`src/rtl/boot_remap_decoder.sv`:
```
module boot_remap_decoder #(
  parameter int AW = 32,
  parameter int FLASH_AW = 15,
  parameter int SRAM_AW = 12,
  parameter int PERIPH_AW = 16,
  parameter logic [AW-1:0] FLASH_BASE = 'h0008_0000,
  parameter logic [AW-1:0] SRAM_BASE = 'h0004_0000,
  parameter logic [AW-1:0] PERIPH_BASE = 'hFFFF_0000,
  parameter logic [AW-1:0] REMAP_ADDR = 'hFFFF_0220
) (
  input  logic          clk,
  input  logic          rst_n,
  input  logic          soft_rst,
  input  logic          reg_en,
  input  logic          reg_wr,
  input  logic [AW-1:0] reg_addr,
  input  logic [7:0]    reg_wdata,
  output logic [7:0]    reg_rdata,
  input  logic          dec_valid,
  input  logic [AW-1:0] dec_addr,
  output logic          cs_flash,
  output logic          cs_sram,
  output logic          cs_periph,
  output logic          dec_err,
  output logic [AW-1:0] dec_offset
);
  localparam logic [AW-1:0] FLASH_MASK  = {AW{1'b1}} >> (AW - FLASH_AW);
  localparam logic [AW-1:0] SRAM_MASK   = {AW{1'b1}} >> (AW - SRAM_AW);
  localparam logic [AW-1:0] PERIPH_MASK = {AW{1'b1}} >> (AW - PERIPH_AW);

  logic remap_q;
  logic reg_hit;
  logic unused_rsvd;

  assign reg_hit     = reg_en && (reg_addr == REMAP_ADDR);
  assign unused_rsvd = ^reg_wdata[7:1];

  always_ff @(posedge clk or negedge rst_n) begin
    if (!rst_n)                remap_q <= 1'b0;
    else if (soft_rst)         remap_q <= 1'b0;
    else if (reg_hit && reg_wr) remap_q <= reg_wdata[0];
  end

  assign reg_rdata = (reg_hit && !reg_wr) ? {7'd0, remap_q} : 8'd0;

  logic [AW-1:0] alias_mask;
  logic in_alias, in_flash, in_sram, in_periph;

  assign alias_mask = remap_q ? SRAM_MASK : FLASH_MASK;
  assign in_alias   = (dec_addr & ~alias_mask) == '0;
  assign in_flash   = (dec_addr & ~FLASH_MASK) == FLASH_BASE;
  assign in_sram    = (dec_addr & ~SRAM_MASK) == SRAM_BASE;
  assign in_periph  = (dec_addr & ~PERIPH_MASK) == PERIPH_BASE;

  always_comb begin
    cs_flash   = 1'b0;
    cs_sram    = 1'b0;
    cs_periph  = 1'b0;
    dec_err    = 1'b0;
    dec_offset = '0;
    if (dec_valid) begin
      if (in_alias) begin
        cs_sram    = remap_q;
        cs_flash   = !remap_q;
        dec_offset = dec_addr & alias_mask;
      end else if (in_flash) begin
        cs_flash   = 1'b1;
        dec_offset = dec_addr & FLASH_MASK;
      end else if (in_sram) begin
        cs_sram    = 1'b1;
        dec_offset = dec_addr & SRAM_MASK;
      end else if (in_periph) begin
        cs_periph  = 1'b1;
        dec_offset = dec_addr & PERIPH_MASK;
      end else begin
        dec_err    = 1'b1;
      end
    end
  end
endmodule

```
`config.mk`:
```
export PLATFORM = sky130hd
export DESIGN_NAME = boot_remap_decoder
export DESIGN_NICKNAME = d
export VERILOG_FILES = /design/src/rtl/boot_remap_decoder.sv
export SDC_FILE = /design/constraint.sdc
export NUM_CORES = 1
export LEC_CHECK = 0
export CORE_AREA = 2 2 49 69
export DETAILED_ROUTE_END_ITERATION = 8
export DIE_AREA = 0 0 51 71
export PLACE_DENSITY = 0.85
export SLEW_MARGIN = 0
export SYNTH_ARGS = -nofsm -noshare
export SYNTH_HDL_FRONTEND = slang
export SYNTH_SLANG_ARGS = --single-unit
```
`constraint.sdc`:
```
create_clock -name clk -period 3.6 [get_ports clk]
set_input_delay 0.54 -clock clk [delete_from_list [all_inputs] [get_ports clk]]
set_output_delay 0.54 -clock clk [all_outputs]
set_load 0.03 [all_outputs]
```
# After elaboration in Yosys (flattened, before gate mapping)
# Index checks and enable logic that the tools add are counted.
# totals
out_inout_bits,44
reg_bits,1
input_bits,78
word_cells,41
# op_classes
n_bitwise,3
n_eq_ne,4
n_reduce_logical,7
muxes,26
# ops
op,count
32-bit two-way mux,2
16-bit two-way mux,3
32-bit by 15-bit bitwise AND with 32-bit output,1
32-bit bitwise AND,1
"32-bit equality test, second input constant",1
32-bit logical NOT,1
15-bit NOT with 32-bit output,1
"20-bit by 7-bit equality test with 1-bit output, second input constant",1
1-bit two-way mux,20
"17-bit by 5-bit equality test with 1-bit output, second input constant",1
"16-bit equality test, second input constant",1
15-bit two-way mux,1
1-bit logical AND,3
1-bit logical NOT,2
2-bit nonzero test,1

# Depth between registers and ports, before layout
# logic_depth
ltp_word,6
depth_mapped,5
depth_no_buf,4

# Worst setup path after synthesis
# Ideal clock, no wire load.
# synth_path
path_type,in2out
from,input reg_addr[7]
to,output reg_rdata[0]
setup_slack_ns,0.470
path_buffers,0
required_ns,3.060
stages,3
arrival_ns,2.590
cell_sequence,or4b_1 or4_4 nor4_1
# synth_between
elab_chain_len,4
# synth_lines
item,line,text
start: declaration,16,"input logic [AW-1:0] reg_addr,"
32-bit equality test,35,assign reg_hit = reg_en && (reg_addr == REMAP_ADDR);
1-bit logical AND,35,
1-bit logical AND,44,"assign reg_rdata = (reg_hit && !reg_wr) ? {7'd0, remap_q} : 8'd0;"
1-bit two-way mux,44,
end: declaration,18,"output logic [7:0] reg_rdata,"
# Every way passes these cells.

# Worst setup path in the final report
# Same ends and word-level chain as after synthesis.

==> metrics list <==
- Area of the die: 3620 sq um
- Beginning of the worst register-to-register path: remap_q
* Syn Area/Cell: 7.24 sq um
* Quantity of I/O buffers inserted on ports: 91
* Register cell area after layout: 25.0 sq um
- In this run the most used layer during global routing was met2.
- At the end of routability-driven placement, the weighted congestion stood at 0.676.
- Entering global routing, the biggest net connects 17 pins.
* Layout overhead on the synthesized area: 145%
* Half-perimeter wire length after placement: 2070 microns
- Final Slew Violations: 0
* Cell total after placement: 213
- Registers with the highest flip-flop counts: remap_q: 1 flops
- Across the run, the number of max-cap violations was 0.
- Start-to-end type of the worst setup path: in2out
- Yosys printed 0 warnings.
- Post-detailed-route DRC marker count: 0
- Across the VDD grid, the largest voltage drop is 0.0000772 V.
- STA classifies the critical path startpoint as an input pin.
* CP Cell Sequence: clkdlybuf4s50_1, or4b_1, or4_4, nor4_1, clkdlybuf4s50_1
- In this run the worst path has a maximum fanout of 2.
* Fmax: 286 MHz
- The cell that appears most often on the critical path is clkdlybuf4s50_1.
- Placed cell areas: 1490 sq um
* Worst min-delay path category: reg2reg
- Via-per-instance ratio: 4.22
- Vias in the first global route: 815
- In the final design database the tool counted 254 nets.
* Worst setup path start: reg_addr[7]
- Setup violations remaining at the end of the flow were counted as 0.
- Ranked by flip-flop count, first place goes to remap_q.
* Result of the run: finished, final reports clean
- CP arrival: 2.96 ns
- For the worst setup path, the data required time is 3.06 ns.
- Share of the clock period used by the worst path: 97.3%
- TNS Setup: 0 ns
- Number of DRC violations after detailed-routing iteration 0: 4
- Die Span X: 51 microns
- Number of buffers added for setup after CTS: 0
* Area of the multi-input gates: 470 sq um
- Worst r2r dst: remap_q
- Global routing met1 resource utilization: 12.0%
- The critical path ends at reg_rdata[0].
- The number of antenna violations at the first check in global routing came to 0.
- Pin placement for this block handled 122 I/O pins.
* Total of flip-flops plus latches after synthesis: 1
- Global Route Usage Sum: 11.3%
- The total area inside the core boundary comes to 3030 sq um.
* Remaining antenna violation count: 0
* Die Y: 71 microns
- For this run, global-route usage on met3 was measured as 1.27%.
- Post-CTS repair changed the size of 0 cells.
- The number of cells on the worst reg-to-reg path is 2.
- Global routing consumed, on the met2 layer, 23.8% of the routing resources.
- Crit-path max cell delay: 0.72 ns
- Starting density of the core: 20.0%
- In this run the core area contains 24 standard-cell rows.
- Filler Cell Count: 306
- Setup clock skew after layout: 0 ns
- The synthesized design contains 0 enable-type register cells.
- After clock tree synthesis, the clock-pin slew on the worst setup and hold paths is 0 ns.
- Wires add up to 2210 microns.
* Hold buffers post-CTS: 0
* LEAKAGE: 0.000578 uW
* Skew-Pair Late Insertion Delay: 0 ns
- Reg-to-reg slack, setup: 2.94 ns
- First-pass detailed-route iteration total: 2
- Of the cells placed in the final design, the portion with a size suffix greater than 1 is 4.02%.
- Unrepaired setup endpoints after global routing: false
* Period minus WS final: 3.50 ns
* Critical-path cell with the highest stage delay: clkdlybuf4s50_1
- Count of final hold-check violations: 0
- Mapped Area: 608 sq um
* Power per cell area: 91.3 nW/um^2
- For this run, the leading register cell type out of synthesis is dfrtp_1.
* Total gr overflow: 0
- 0 antenna diodes ended up in the layout.
* Cell variety after synth: 27
- Asr flop ratio synth: 100%
- STA classifies the critical path endpoint as an output port.
- Share of the yosys chip area belonging to registers: 4.12%
- The cell count after synthesis came out at 84.
- Count of non-filler cells in the finished layout: 213
- The finished cells cover 1490 sq um.
- Final routed wire length divided by cell count: 10.4 microns
* Max FFs per register: 1
* Wire length of the first global-routing pass: 3440 microns
* Routed vias: 899
critical path, delay by kind of cell:
kind	cells	cell delay, ns
buffers and inverters	2	1.11
and+or+nand+nor	3	1.31
cells by family after synthesis:
logic type | synth area share [%]
flip-flops | 4.11
multiplexers | 1.65
buffers and inverters | 32.1
other | 0.617
AND/OR/NAND/NOR | 40.9
AO/OA/AOI/OAI | 20.6
through the flow:
stage                     hold slack, ns  total power, uW  setup WS (ns)  util [%]
final                              0.583              136         0.0988      49.1
after global routing               0.630              144       0.000500      49.1
after CTS                          0.594              136         0.0633      49.0
after detailed placement           0.594              136         0.0634      49.0
after global placement             0.587              135          0.102      49.0
after floorplan                    0.244             73.1          0.470         -
synthesized netlist by cell type (2+ instances only):
cell type   n  area share, %
buf_4      23             28
a21boi_1   15             19
nor4_1      7            7.2
nand4_1     6            6.2
nand2_1     3            1.9
and4_1      2            2.9
clkbuf_1    2            1.2
inv_1       2            1.2
inv_2       2            1.2
nand2b_1    2            2.1
nand3_1     2            1.6
nor3_1      2            1.6
or4b_1      2            3.3
layout make-up:
class                      instances  share of cell area [%]
timing repair buffer              93                    62.4
inverter                           4                    1.01
tap                               39                    3.28
sequential                         1                    1.68
multi-input combinational         76                    31.6
report_power, final:
group / leakage, uW / switching, uW / total [uW] / internal, uW
Combinational: 0.000564 / 50.7 / 124 / 73.6
Sequential: 0.0000140 / 0.00000000107 / 11.4 / 11.4
Clock: 0 / 0 / 0 / 0
Total: 0.000578 / 50.7 / 136 / 85.0
how the worst min path moves through the flow:
| stage | from | end | slack [ns] | cells past startpoint |
|---|---|---|---|---|
| 2_1_floorplan | rst_n | remap_q | 0.24 | 0 |
| 3_5_place_dp | remap_q | remap_q | 0.59 | 2 |
| 6_report | remap_q | remap_q | 0.58 | 2 |
| 4_1_cts | remap_q | remap_q | 0.59 | 2 |
| 3_3_place_gp | remap_q | remap_q | 0.59 | 2 |
| 5_1_grt | remap_q | remap_q | 0.63 | 2 |
per-layer routing:
metal  vias up  wire, microns  part of all wire (%)
met4         0              0                     0
met2        63           1190                    54
met1       387            768                    35
li1        449              -                     -
met5         -              0                     0
met3         0            259                    12
cell usage in the layout, fill, tap and decap left out, types with 2 or more instances in the layout:
| master | instances |
|---|---|
| inv_2 | 2 |
| nand4_1 | 6 |
| clkdlybuf4s50_1 | 90 |
| inv_1 | 2 |
| nand3_1 | 2 |
| or4b_1 | 2 |
| conb_1 | 23 |
| buf_4 | 2 |
| and4_1 | 2 |
| nand2b_1 | 2 |
| nor4_1 | 7 |
| nor3_1 | 2 |
| nand2_1 | 3 |
| a21boi_1 | 15 |
Power figures use the tool's default switching activity.
